File: src/rtl/rx_tmo_pkg.sv
package rx_tmo_pkg;

   typedef enum logic [1:0] {
      MODE_STBY   = 2'd0,
      MODE_SINGLE = 2'd1,
      MODE_CONT   = 2'd2,
      MODE_RSVD   = 2'd3
   } rx_mode_e;

   function automatic logic is_rx(input rx_mode_e m);
      return (m == MODE_SINGLE) || (m == MODE_CONT);
   endfunction

endpackage

File: src/rtl/rx_tmo_modectl.sv
module rx_tmo_modectl
   import rx_tmo_pkg::*;
(
   input  logic     clk,
   input  logic     rst_n,
   input  logic     req_valid,
   input  rx_mode_e req_mode,
   input  logic     flag_set,
   input  logic     expire,
   output rx_mode_e mode_q,
   output logic     enter_rx,
   output logic     leave_rx
);

   rx_mode_e mode_d;

   always_comb begin
      mode_d = mode_q;
      if (expire && mode_q == MODE_SINGLE) begin
         mode_d = MODE_STBY;
      end else if (req_valid) begin
         unique case (req_mode)
            MODE_STBY:   mode_d = MODE_STBY;
            MODE_SINGLE: mode_d = flag_set ? mode_q : MODE_SINGLE;
            MODE_CONT:   mode_d = MODE_CONT;
            default:     mode_d = mode_q;
         endcase
      end
   end

   assign enter_rx = (mode_d != mode_q) && is_rx(mode_d);
   assign leave_rx = (mode_d == MODE_STBY) && is_rx(mode_q);

   always_ff @(posedge clk or negedge rst_n) begin
      if (!rst_n) begin
         mode_q <= MODE_STBY;
      end else begin
         mode_q <= mode_d;
      end
   end

endmodule

File: src/rtl/rx_tmo_symcnt.sv
module rx_tmo_symcnt #(
   parameter int CNT_W = 10
) (
   input  logic             clk,
   input  logic             rst_n,
   input  logic             tick,
   input  logic [CNT_W-1:0] limit,
   input  logic             in_rx,
   input  logic             in_single,
   input  logic             pkt_ok,
   input  logic             restart,
   input  logic             leave,
   output logic             expire
);

   localparam logic [CNT_W-1:0] CNT_MAX = {CNT_W{1'b1}};

   logic [CNT_W-1:0] cnt_q;
   logic             armed_q;
   logic [CNT_W:0]   cnt_inc;
   logic             running;
   logic             pkt_stop;
   logic             reached;

   assign running  = in_rx && armed_q && (limit != '0);
   assign pkt_stop = in_single && pkt_ok;
   assign cnt_inc  = {1'b0, cnt_q} + (CNT_W+1)'(1);
   assign reached  = cnt_inc >= {1'b0, limit};
   assign expire   = running && tick && reached && !pkt_stop;

   always_ff @(posedge clk or negedge rst_n) begin
      if (!rst_n) begin
         cnt_q   <= '0;
         armed_q <= 1'b0;
      end else if (restart) begin
         cnt_q   <= '0;
         armed_q <= 1'b1;
      end else if (leave) begin
         cnt_q   <= '0;
         armed_q <= 1'b0;
      end else if (pkt_stop) begin
         armed_q <= 1'b0;
      end else if (expire) begin
         cnt_q   <= '0;
      end else if (running && tick && cnt_q != CNT_MAX) begin
         cnt_q   <= cnt_inc[CNT_W-1:0];
      end
   end

endmodule

File: src/rtl/rx_tmo_flag.sv
module rx_tmo_flag (
   input  logic clk,
   input  logic rst_n,
   input  logic set,
   input  logic clr,
   output logic flag_q
);

   always_ff @(posedge clk or negedge rst_n) begin
      if (!rst_n) begin
         flag_q <= 1'b0;
      end else if (clr) begin
         flag_q <= 1'b0;
      end else if (set) begin
         flag_q <= 1'b1;
      end
   end

endmodule

File: src/rtl/rx_tmo_timer.sv
module rx_tmo_timer
   import rx_tmo_pkg::*;
#(
   parameter int CNT_W = 10
) (
   input  logic             clk,
   input  logic             rst_n,
   input  logic             sym_tick_i,
   input  logic             req_valid_i,
   input  logic [1:0]       req_mode_i,
   input  logic             pkt_ok_i,
   input  logic             flag_clr_i,
   input  logic [CNT_W-1:0] timeout_val_i,
   output logic [1:0]       mode_o,
   output logic             timeout_flag_o
);

   if (CNT_W < 1 || CNT_W > 24) begin : g_bad_width
      $error("rx_tmo_timer: CNT_W must lie in 1..24");
   end

   rx_mode_e mode_q;
   logic     enter_rx;
   logic     leave_rx;
   logic     tmo_expire;
   logic     flag_q;

   rx_tmo_modectl u_modectl (
      .clk       (clk),
      .rst_n     (rst_n),
      .req_valid (req_valid_i),
      .req_mode  (rx_mode_e'(req_mode_i)),
      .flag_set  (flag_q),
      .expire    (tmo_expire),
      .mode_q    (mode_q),
      .enter_rx  (enter_rx),
      .leave_rx  (leave_rx)
   );

   rx_tmo_symcnt #(.CNT_W(CNT_W)) u_symcnt (
      .clk       (clk),
      .rst_n     (rst_n),
      .tick      (sym_tick_i),
      .limit     (timeout_val_i),
      .in_rx     (is_rx(mode_q)),
      .in_single (mode_q == MODE_SINGLE),
      .pkt_ok    (pkt_ok_i),
      .restart   (enter_rx),
      .leave     (leave_rx),
      .expire    (tmo_expire)
   );

   rx_tmo_flag u_flag (
      .clk    (clk),
      .rst_n  (rst_n),
      .set    (tmo_expire),
      .clr    (flag_clr_i),
      .flag_q (flag_q)
   );

   assign mode_o         = mode_q;
   assign timeout_flag_o = flag_q;

endmodule

File: config.mk
export PLATFORM = sky130hd
export DESIGN_NAME = rx_tmo_timer
export DESIGN_NICKNAME = d
export VERILOG_FILES = /design/src/rtl/rx_tmo_pkg.sv /design/src/rtl/rx_tmo_modectl.sv /design/src/rtl/rx_tmo_symcnt.sv /design/src/rtl/rx_tmo_flag.sv /design/src/rtl/rx_tmo_timer.sv
export SDC_FILE = /design/constraint.sdc
export NUM_CORES = 1
export LEC_CHECK = 0
export BUFFER_PORTS_ARGS = -buffer_cell sky130_fd_sc_hd__buf_2
export CORE_MARGIN = 3
export CORE_UTILIZATION = 51
export DETAILED_ROUTE_END_ITERATION = 8
export PLACE_DENSITY = 0.79
export SLEW_MARGIN = 30
export SYNTH_ARGS = -nofsm -noshare
export SYNTH_HDL_FRONTEND = slang
export SYNTH_HIERARCHICAL = 1
export SYNTH_SLANG_ARGS = --single-unit
File: constraint.sdc
create_clock -name clk -period 6.65 [get_ports clk]
set_input_delay 0.3325 -clock clk [delete_from_list [all_inputs] [get_ports clk]]
set_output_delay 0.3325 -clock clk [all_outputs]
set_load 0.005 [all_outputs]
* Word-level counts from Yosys, hierarchy flattened
Cells that the tools add are included.
** Cells by class
- Reduce and logical (&&, ||, !) cells :: 20
- Add/subtract/negate cells :: 1
- Order comparisons :: 1
- Multiplexer cells :: 14
- Equality and inequality tests :: 9
** Operator list (number)
- $mux 10 :: 5
- $add 10x1->11 const B :: 1
- $ge 11x10->1 :: 1
- $logic_and 1x1->1 :: 10
- $ne 10x10->1 const B :: 1
- $reduce_bool 10->1 :: 1
- $eq 2x1->1 const B :: 3
- $eq 2x2->1 const B :: 3
- $mux 2 :: 3
- $pmux 2 s3 :: 1
- $mux 1 :: 5
- $logic_not 2->1 :: 2
- $reduce_bool 4->1 :: 1
- $ne 3x3->1 const B :: 1
- $reduce_bool 3->1 :: 1
- $logic_or 1x1->1 :: 2
- $ne 2x2->1 :: 1
- $reduce_and 2->1 :: 1
- $reduce_bool 2->1 :: 1
- $logic_not 1->1 :: 1
** Storage, ports and cells
- Bits in registers :: 14

* Depth between registers and ports, before layout
Gate-level depths: netlist (run 1).
- Depth in word-level cells :: 14
- Depth in mapped cells :: 17
- Mapped depth without buffers :: 17

* Cells and area by module
Netlist (run 1), hierarchy kept.
** Modules (own cells, without submodules)
- rx_tmo_symcnt :: cells each 117, sequential area each 275.3 sq um, times used 1, area each 1008.5 sq um
- rx_tmo_modectl :: cells each 21, sequential area each 50.0 sq um, times used 1, area each 175.2 sq um
- rx_tmo_flag :: cells each 2, sequential area each 25.0 sq um, times used 1, area each 35.0 sq um
- rx_tmo_timer :: cells each 3, sequential area each 0.0 sq um, times used 1, area each 20.0 sq um

* Worst setup path before layout (run 1)
Ideal clock, no wire load.
- Path type :: register to register
- Start point :: reg u_symcnt.cnt_q[0]
- End point :: reg u_symcnt.cnt_q[8]
- Arrival time :: 3.408 ns
- Stages on the path, launching flop included :: 18
- Buffers on the path :: 0
- Required time :: 6.563 ns
- Path slack :: 3.155 ns
- Cells stage by stage :: dfrtp_1 > ha_1 > and3_1 > nand3_1 > xnor2_1 > ha_1 > a21oi_1 > o221ai_1 > a21oi_1 > nor3_1 > or2b_1 > a32oi_1 > o21ai_1 > ha_1 > o31a_1 > nor2_1 > o311ai_2 > nor3_1
** On the way
- Word-level cells in the longest chain between the ends :: 11
- Elaborated cells on any way between the ends :: 23
- Those cells by class :: add/sub: 1; order compare: 1; eq/ne: 5; mux: 6; reduce/logical: 10
** RTL lines
- from (decl) :: line rx_tmo_symcnt.sv:18 : logic [CNT_W-1:0] cnt_q;
- from (signal assigned) :: line rx_tmo_symcnt.sv:46 : cnt_q <= cnt_inc[CNT_W-1:0];
- $add 10x1->11 (*) :: line rx_tmo_symcnt.sv:27 : assign cnt_inc = {1'b0, cnt_q} + (CNT_W+1)'(1);
- $ge 11x10->1 (*) :: line rx_tmo_symcnt.sv:28 : assign reached = cnt_inc >= {1'b0, limit};
- $logic_and 1x1->1 (*) (2 in series) :: line rx_tmo_symcnt.sv:29 : assign expire = running && tick && reached && !pkt_stop;
- net tmo_expire :: line rx_tmo_timer.sv:25 : logic tmo_expire;
- $logic_and 1x1->1 (*) :: line rx_tmo_modectl.sv:19 : if (expire && mode_q == MODE_SINGLE) begin
- $mux 2 (*) :: line rx_tmo_modectl.sv:19
- $eq 2x1->1 / $eq 2x2->1 (equally long branches) :: line rx_tmo_pkg.sv:11 : return (m == MODE_SINGLE) || (m == MODE_CONT);
- $logic_or 1x1->1 :: line rx_tmo_pkg.sv:11
- $logic_and 1x1->1 (*) :: line rx_tmo_modectl.sv:31 : assign enter_rx = (mode_d != mode_q) && is_rx(mode_d);
- net enter_rx :: line rx_tmo_timer.sv:23 : logic enter_rx;
- $ne 3x3->1 (no line) / $reduce_bool 4->1 (equally long branches)
- $reduce_and 2->1 (no line)
The timed path passes the listed nets; every way through them passes the cells marked *. The select of a mux whose other input is x is not followed.
A chain may end at the register's enable or synchronous reset.

* Worst setup path in the final report (run 1)
- Start point :: reg u_symcnt.cnt_q[0]
- End point :: reg u_symcnt.cnt_q[9]
Same word-level chain as after synthesis.

==> results.md, run 1 <==
- Crit path max fanout: 9
- First-pass GRT wire length: 4.747 mm
- H-Tree Depth: 1
- Layout net count: 198
- Worst-margin pin slew: 0.6646 ns
- Post-route cell area: 1400 µm²
- Fmax: 249.5 MHz
- Worst-skew pair later-pin latency: 0.28 ns
- Crit-path slowest cell: dfrtp_1
- WP data required: 6.85 ns
- Final Non-Filler Cells: 193
- Critical Path Max Stage Delay: 0.44 ns
- Pwr Density: 168.0 nW/µm²
- Crit-path cells: ha_1 > and3_1 > nand3_1 > xnor2_1 > ha_1 > a21oi_1 > o221ai_1 > a21oi_1 > nor3_1 > or2b_1 > a32oi_1 > o21ai_1 > ha_1 > o31a_1 > nor2_1 > o311ai_2 > a211oi_1
- Ratio of cells with drive above 1 in the final layout: 0.2000
- Mean routed wirelength per cell: 13.68 µm
- Most frequent cells in the layout: 20 x buf_2, 19 x inv_1, 14 x ha_1, 14 x dfrtp_1, 10 x nor2_1
- Top Layer Used: met4
- Vias in the first global route: 1094
- Count of routing violations after the opening detailed-route iteration: 58
- Most common cell after layout, fill and taps aside: buf_2
- Hold Fails Final Rpt: 0
- CTS Buf Count: 3
- Critical path endpoint category: flip-flop
- Filler Cell Count: 207
- Layout area overhead: 13.03%
- LEAKAGE: 0.7370 nW
- CP startpoint kind: flip-flop
- CTS clk-pin slew, worst paths: 0.09 ns
- IO Count: 21
- Syn Area/Cell: 8.662 µm²
- Global route overflow: 0
- Sink Count: 14
- Cell Area, Placed: 1354 µm²
- Post-synth EDFFs: 0
- Gr usage total: 0.1933
- Post-layout minimum cycle time: 4.008 ns
- Syn nets: 175
- CTS tree: built
- Post-synth top flop: dfrtp_1
- CP Class: flip-flop to flip-flop
- Max Cap Viol: 0
- Total die area: 3056 µm²
- Mapped Area: 1239 µm²
- Most Frequent Cell on Critical Path: ha_1
- Final setup slack of the worst path: 2.642 ns
- Ant diodes: 0
- Synth Instances: 143
- Antenna Violating Nets Remaining: 0
- FFs w/ async S/R, synth: 1.000
- Placement Setup Slack: 2.695 ns
- Core Box Area: 2255 µm²
- Met3 Wirelength: 130 µm
- Die Span X: 55.28 µm
- Vias per cell: 5.813
- RSZ-0062 raised after global routing: no
- Fin crit share: 0.6026
- WP data arrival: 4.20 ns
- M1 wire length: 1.297 mm
- Final clock skew: 0.006486 ns
- CTS Buffer Depth: 2
- Post-Route WL: 2.641 mm
- Yosys warning total: 6
- Cts repair resizes: 0
- Max rail drop VDD: 0.1249 mV
- Max-slew violation count: 0
- Initial Util: 0.5494
- Setup TNS: 0 ns
- Status: finished, final reports clean
- Hold Slack: 0.2732 ns
- Initial antenna violation count: 0
- Root Buffer: clkbuf_4
- HP Class: primary input to flip-flop
- Finish-stage setup viols: 0
- Port Buffer Count: 20
- Largest net degree at the start of global routing: 15
- # Post-CTS Setup Buffers: 0
- Final HPWL DP: 2.146 mm
- Routed via count: 1122
- Synth cell types: 42
- Seq cells post-synth: 14
- Hold Buf Count CTS: 1
- DR pass1 iterations: 4
- Worst slew margin: 0.5562
- Placed Cells: 188
- DRC errors left: 0
- Post-synthesis sequential area ratio: 0.2828
- Core Rows: 17
- Die height: 55.28 µm
- Met2 wire len: 1.167 mm
- Gpl congestion: 0.8540
final timing paths:
path,start,to,slack (ns),depth (start not counted)
worst min-delay path,flag_clr_i,u_flag/flag_q$_DFFE_PN0P_,0.27,2
max in group asynchronous,rst_n,u_symcnt/cnt_q[6]$_DFFE_PN0P_,5.94,2
worst max register to register,u_symcnt/cnt_q[0]$_DFFE_PN0P_,u_symcnt/cnt_q[9]$_DFFE_PN0P_,2.64,17
worst min register to register,u_flag/flag_q$_DFFE_PN0P_,u_flag/flag_q$_DFFE_PN0P_,0.54,1
worst max-delay path,u_symcnt/cnt_q[0]$_DFFE_PN0P_,u_symcnt/cnt_q[9]$_DFFE_PN0P_,2.64,17
min in group asynchronous,rst_n,u_symcnt/armed_q$_DFFE_PN0P_,0.47,2
flip-flops by register name, summed over array words and instances (netlist names):
register	flops
u_modectl/mode_q	2
u_symcnt/armed_q	1
u_flag/flag_q	1
u_symcnt/cnt_q	10
cells by family (layout without fill, tap and decap cells):
group | Yosys count | after routing | share of synthesized area
simple gates | 56 | 56 | 0.2515
compound gates | 23 | 23 | 0.1505
buf+inv | 22 | 44 | 0.07373
fa+ha+maj | 14 | 14 | 0.1414
flops | 14 | 14 | 0.2828
xor+xnor | 13 | 13 | 0.09192
mux | 1 | 1 | 0.008081
final cells by class:
class,instances,area [µm²],area share
sequential,14,350.3,0.2502
tap,28,35.03,0.02502
multi-input combinational,107,797.0,0.5693
clock buffer,4,36.28,0.02592
timing repair buffer,21,110.1,0.07864
inverter,19,71.32,0.05094
layer usage:
| layer | track usage | vias up |
|---|---|---|
| met3 | 0.03037 | 6 |
| met1 | 0.2569 | 524 |
| met5 | 0 | - |
| met2 | 0.3041 | 36 |
| met4 | 0.09375 | 0 |
| li1 | - | 556 |
worst max-delay path: cells and delay by family, from the launching register on:
family                     cells  cell delay (ns)
AOI/OAI and AO/OA              8             1.54
and+or+nand+nor                5             0.90
adders and majority gates      3             0.85
DFF                            1             0.44
xor gates and xnor gates       1             0.15
Yosys cell counts (all sizes together), types with 2 or more instances:
cell type	number	area [µm²]
nand2	10	45.04
xnor2	4	35.03
nor2b	2	12.51
and3	5	32.53
o21ai	5	25.02
nand4	6	43.79
nor2	10	37.54
xor2	9	78.83
a21oi	6	33.78
ha	14	175.2
dfrtp	14	350.3
inv	19	71.32
nand3	7	35.03
clkbuf	2	8.750
nor4	4	25.02
nor3	5	25.02
or3	2	12.51
metrics by stage:
step | power [mW] | utilization
3_3_place_gp | 0.1724 | 0.6004
5_1_grt | 0.2574 | 0.6210
2_1_floorplan | 0.1544 | -
3_5_place_dp | 0.1760 | 0.6004
6_report | 0.2353 | 0.6210
4_1_cts | 0.2392 | 0.6210
power breakdown:
part,switching (mW),internal [mW],total [mW]
Sequential,0.00692,0.0923,0.0993
Combinational,0.0402,0.0347,0.0749
Clock,0.0277,0.0333,0.0611
Total,0.0749,0.160,0.235
Power figures use the tool's default switching activity.
==> inputs of run 2 (changes only) <==
==> constraint.sdc (replaced) <==
create_clock -name clk -period 4 [get_ports clk]
set_input_delay 0.2 -clock clk [delete_from_list [all_inputs] [get_ports clk]]
set_output_delay 0.2 -clock clk [all_outputs]
set_load 0.005 [all_outputs]
==> results.md, run 2 (synthesized netlist as in run 1, its figures left out) <==
- Max Cap Viol: 0
- CTS Buffer Depth: 2
- DR pass1 iterations: 4
- Status: finished, final reports clean
- RR Endpoint: u_symcnt/cnt_q[8]$_DFFE_PN0P_
- HP Class: primary input to flip-flop
- Worst Setup SP: u_symcnt/cnt_q[2]$_DFFE_PN0P_
- Critical R2R Launch: u_symcnt/cnt_q[2]$_DFFE_PN0P_
- CP endpoint: u_symcnt/cnt_q[8]$_DFFE_PN0P_
- Seq pwr share: 0.396
- R2R setup slack: 0.11 ns
- Fin crit share: 0.9731
- Max rail drop VDD: 0.1977 mV
- Gpl congestion: 0.8615
- Hold Slack: 0.1445 ns
- WP data required: 4.21 ns
- Top flop regs: u_symcnt/cnt_q: 10 flops, u_modectl/mode_q: 2 flops
- Sink Count: 14
- Hold Fails Final Rpt: 0
- Ant diodes: 0
- Buf/Inv on CP: 0
- Post-layout minimum cycle time: 3.892 ns
- IO Count: 21
- Initial Util: 0.5494
- Pwr Density: 286.7 nW/µm²
- Critical Path Max Stage Delay: 0.47 ns
- Crit-path cells: nand3_1 > nor3_2 > xor2_1 > ha_1 > nand3_1 > o221ai_1 > a21oi_2 > nor3_1 > or2b_1 > a32oi_2 > o21ai_1 > ha_1 > o31a_1 > nor2_4 > o311ai_4 > nor3_1
- Global route overflow: 0
- CP startpoint kind: flip-flop
- Ratio of cells with drive above 1 in the final layout: 0.2738
- Routed via count: 1162
- Worst-margin pin slew: 0.4967 ns
- Worst-skew pair later-pin latency: 0.30 ns
- Clock share of power: 0.246
- Die Span X: 55.28 µm
- Number of flip-flops under the largest register name: 10
- Filler Cell Count: 192
- Mean routed wirelength per cell: 16.18 µm
- FF/Latch Area: 352.8 µm²
- Combinational Power Share: 0.358
- Fmax: 256.9 MHz
- WP depth: 16
- CTS clk-pin slew, worst paths: 0.09 ns
- Final Non-Filler Cells: 196
- Initial antenna violation count: 0
- H-Tree Depth: 1
- Internal power: 0.2825 mW
- Count of routing violations after the opening detailed-route iteration: 51
- Total die area: 3056 µm²
- Finish-stage setup viols: 0
- DRC errors left: 0
- Vias in the first global route: 1090
- Gr usage total: 0.1958
- Final HPWL DP: 2.170 mm
- Layout area overhead: 20.71%
- Crit path max fanout: 6
- Vias per cell: 5.929
- Multi-input logic area: 874.6 µm²
- Max-slew violation count: 0
- Layout net count: 201
- LEAKAGE: 0.7733 nW
- Final clock skew: 0.006389 ns
- Crit-path slowest cell: dfrtp_1
- CTS tree: built
- First-pass GRT wire length: 4.823 mm
- Net Sw Frac: 0.3410
- Most common cell after layout, fill and taps aside: buf_2
- Cell family with most CP delay: simple AND/OR/NAND/NOR gates
- Worst slew margin: 0.6674
- Largest net degree at the start of global routing: 15
- Die height: 55.28 µm
- CP Class: flip-flop to flip-flop
- Root Buffer: clkbuf_4
- Most frequent cells in the layout: 20 x buf_2, 19 x inv_1, 13 x ha_1
- Core Box Area: 2255 µm²
- Critical path endpoint category: flip-flop
- Core Rows: 17
- Register with the highest flop count: u_symcnt/cnt_q
- Placed Cells: 189
- Antenna Violating Nets Remaining: 0
- CTS Buf Count: 3
- WP data arrival: 4.11 ns
- Worst R2R Path Depth: 16
- Port Buffer Count: 20
- NetSw: 0.1462 mW
- Post-Route WL: 3.171 mm
==> run 2: cell count changes in the layout (fill, tap and decap cells not counted), moves of 2 or more <==
cell,change
buf_4,+2
dfrtp_1,-2
dfrtp_2,+2
o21ai_0,-2
==> run 2: metal layers <==
metal | global-route usage | wire, µm
met5 | 0 | 0
met4 | 0.09375 | 55
met3 | 0.03972 | 234
met2 | 0.3091 | 1498
met1 | 0.2544 | 1383
==> run 2: worst min path at each step <==
stage / end / slack, ns / cells after the start / startpoint
final: u_flag/flag_q$_DFFE_PN0P_ / 0.14 / 2 / flag_clr_i
after detailed placement: u_modectl/mode_q[1]$_DFF_PN0_ / 0.12 / 1 / rst_n
after global placement: u_modectl/mode_q[1]$_DFF_PN0_ / 0.11 / 1 / rst_n
after CTS: u_flag/flag_q$_DFFE_PN0P_ / 0.13 / 2 / flag_clr_i
after floorplan: u_flag/flag_q$_DFFE_PN0P_ / -0.1 / 0 / rst_n
after global routing: u_flag/flag_q$_DFFE_PN0P_ / 0.14 / 2 / flag_clr_i
==> run 2: final cells by class <==
class | count | area share
Multi-Input combinational cell | 108 | 0.5849
Sequential cell | 14 | 0.2360
Timing Repair Buffer | 23 | 0.08368
Inverter | 19 | 0.04770
Clock buffer | 4 | 0.02427
Tap cell | 28 | 0.02343
==> run 2: power groups by stage <==
stage	Clock, mW	Sequential, mW	Combinational (mW)
2_1_floorplan	0	0.165	0.0913
3_3_place_gp	0	0.167	0.122
3_5_place_dp	0	0.168	0.129
4_1_cts	0.110	0.165	0.130
5_1_grt	0.118	0.171	0.169
6_report	0.105	0.170	0.154
==> run 2: repair_timing <==
action,4_1_cts,5_1_grt
setup endpoints to repair,0,9
endpoints found under the hold margin,14,0
hold buffers,1,0
buffers inserted,0,1
gates resized for setup,0,15
==> run 2: metrics by stage <==
step           utilization  cell area [µm²]  worst slack, ns  total power, mW  TNS (ns)
2_1_floorplan            -             1239           0.5050           0.2567         0
3_3_place_gp        0.6038             1361           0.2470           0.2888         0
3_5_place_dp        0.6038             1361          0.05098           0.2968         0
4_1_cts             0.6243             1408          0.01950           0.4054         0
5_1_grt             0.6632             1495         -0.08600           0.4587   -0.3496
6_report            0.6632             1495           0.1077           0.4287         0
==> run 2: worst register-to-register path, delay by kind of cell (launching register included) <==
| kind | cells | cell delay [ns] |
|---|---|---|
| and+or+nand+nor | 7 | 1.48 |
| AOI/OAI and AO/OA | 6 | 1.08 |
| adders and majority gates | 2 | 0.57 |
| DFF | 1 | 0.47 |
| xor gates and xnor gates | 1 | 0.22 |
==> inputs of run 3 (changes only) <==
--- a/config.mk
+++ b/config.mk
@@ -7,9 +7,9 @@
 export LEC_CHECK = 0
 export BUFFER_PORTS_ARGS = -buffer_cell sky130_fd_sc_hd__buf_2
 export CORE_MARGIN = 3
-export CORE_UTILIZATION = 51
+export CORE_UTILIZATION = 55
 export DETAILED_ROUTE_END_ITERATION = 8
-export PLACE_DENSITY = 0.79
+export PLACE_DENSITY = 0.84
 export SLEW_MARGIN = 30
 export SYNTH_ARGS = -nofsm -noshare
 export SYNTH_HDL_FRONTEND = slang
==> results.md, run 3 (synthesized netlist as in run 1, its figures left out) <==
- Post-layout minimum cycle time: 3.926 ns
- Most common cell after layout, fill and taps aside: buf_2
- Top flop regs: u_symcnt/cnt_q: 10 flops, u_modectl/mode_q: 2 flops
- Finish-stage setup viols: 0
- Root Buffer: clkbuf_4
- IO Count: 21
- WP data arrival: 4.12 ns
- Gpl congestion: 0.8593
- Post-route cell area: 1463 µm²
- Max rail drop VDD: 0.2239 mV
- DRC errors left: 0
- Final clock skew: 0.009122 ns
- Final Non-Filler Cells: 194
- Seq pwr share: 0.426
- CTS Buf Count: 3
- Worst R2R Path Depth: 17
- Layout area overhead: 18.08%
- CTS clk-pin slew, worst paths: 0.08 ns
- Filler Cell Count: 154
- Max-slew violation count: 0
- Ratio of cells with drive above 1 in the final layout: 0.2575
- Layout net count: 201
- Final core occ: 0.7163
- Count of routing violations after the opening detailed-route iteration: 28
- CP startpoint kind: flip-flop
- Total die area: 2857 µm²
- WP data required: 4.20 ns
- Sink Count: 14
- Hold Slack: 0.1545 ns
- Gr usage total: 0.2333
- CP endpoint: u_symcnt/cnt_q[9]$_DFFE_PN0P_
- Pwr Density: 268.7 nW/µm²
- Fmax: 254.7 MHz
- Worst Setup SP: u_symcnt/cnt_q[0]$_DFFE_PN0P_
- Most frequent cells in the layout: 20 x buf_2, 19 x inv_1, 13 x ha_1, 13 x dfrtp_1
- Worst slew margin: 0.6693
- Vias in the first global route: 1115
- Placed Cells: 188
- Final HPWL DP: 2.274 mm
- NetSw: 0.1365 mW
- Register with the highest flop count: u_symcnt/cnt_q
- Max Cap Viol: 0
- Setup TNS: 0 ns
- Critical path endpoint category: flip-flop
- HP Class: primary input to flip-flop
- Post-Route WL: 3.118 mm
- Critical R2R Launch: u_symcnt/cnt_q[0]$_DFFE_PN0P_
- Core Box Area: 2042 µm²
- Vias per cell: 6.165
- Worst-margin pin slew: 0.4914 ns
- Core Rows: 16
- CP Class: flip-flop to flip-flop
- Largest net degree at the start of global routing: 15
- Crit path max fanout: 6
- Antenna Violating Nets Remaining: 0
- Initial antenna violation count: 0
- Number of flip-flops under the largest register name: 10
- Ant diodes: 0
- DR pass1 iterations: 4
- First-pass GRT wire length: 4.747 mm
- Initial Util: 0.6066
- Die height: 53.46 µm
- Port Buffer Count: 20
- H-Tree Depth: 1
- CTS Buffer Depth: 2
- Total power: 0.3931 mW
- Final setup slack of the worst path: 0.07376 ns
- R2R setup slack: 0.07 ns
- RR Endpoint: u_symcnt/cnt_q[9]$_DFFE_PN0P_
- Clock share of power: 0.203
- Cell Area, Placed: 1360 µm²
- Internal power: 0.2565 mW
- Mean routed wirelength per cell: 16.07 µm
- Routed via count: 1196
- Combinational Power Share: 0.371
- Global route overflow: 0
- LEAKAGE: 0.7637 nW
- Hold Fails Final Rpt: 0
- Status: finished, final reports clean
- CTS tree: built
- Net Sw Frac: 0.3474
- Fin crit share: 0.9816
- Placement Setup Slack: -0.05473 ns
- Die Span X: 53.46 µm
- Worst-skew pair later-pin latency: 0.29 ns
==> run 3: power groups by stage <==
stage	combinational [mW]	clock (mW)	sequential (mW)
2_1_floorplan	0.0913	0	0.165
3_3_place_gp	0.121	0	0.167
3_5_place_dp	0.127	0	0.169
4_1_cts	0.134	0.0828	0.167
5_1_grt	0.163	0.0949	0.169
6_report	0.146	0.0799	0.167
==> run 3: how the worst min path moves through the flow <==
| stage | startpoint | endpoint | slack (ns) | depth (start not counted) |
|---|---|---|---|---|
| after global routing | flag_clr_i | u_flag/flag_q$_DFFE_PN0P_ | 0.15 | 2 |
| after detailed placement | rst_n | u_symcnt/cnt_q[3]$_DFFE_PN0P_ | 0.11 | 1 |
| after CTS | flag_clr_i | u_flag/flag_q$_DFFE_PN0P_ | 0.15 | 2 |
| final | flag_clr_i | u_flag/flag_q$_DFFE_PN0P_ | 0.15 | 2 |
| after global placement | rst_n | u_symcnt/cnt_q[3]$_DFFE_PN0P_ | 0.11 | 1 |
| after floorplan | rst_n | u_flag/flag_q$_DFFE_PN0P_ | -0.1 | 0 |
==> run 3: per-layer routing <==
layer	GRT usage	vias to the layer above	routed length (µm)
met4	0.08936	0	54
met1	0.2983	565	1351
met2	0.3857	58	1489
met3	0.03944	9	223
li1	-	564	-
met5	0	-	0
==> run 3: area by class of cell <==
class / instances / area, µm² / share of cell area
clock buffers: 3 / 22.52 / 0.01540
inverters: 19 / 71.32 / 0.04876
multi-input cells: 108 / 858.3 / 0.5868
flip-flops and latches: 14 / 351.6 / 0.2404
well taps: 27 / 33.78 / 0.02310
repair buffers: 23 / 125.1 / 0.08554
==> run 3: timing repair <==
action	4_1_cts	5_1_grt
setup endpoints to repair	2	9
buffers inserted	0	1
hold buffers	1	0
gates cloned	0	1
endpoints found under the hold margin	14	0
resized for setup	4	8
==> run 3: critical path, stage by stage, from the launching register on <==
cell      delay (ns)
dfrtp_2         0.43
ha_2            0.23
and3_4          0.21
nand3_1         0.14
xnor2_1         0.25
ha_1            0.29
a21oi_1         0.17
o221ai_1        0.14
a21oi_2         0.18
nor3_2          0.09
or2b_1          0.29
a32oi_2         0.23
o21ai_1         0.14
ha_1            0.30
o31a_1          0.18
nor2_4          0.19
o311ai_4        0.15
a211oi_1        0.21
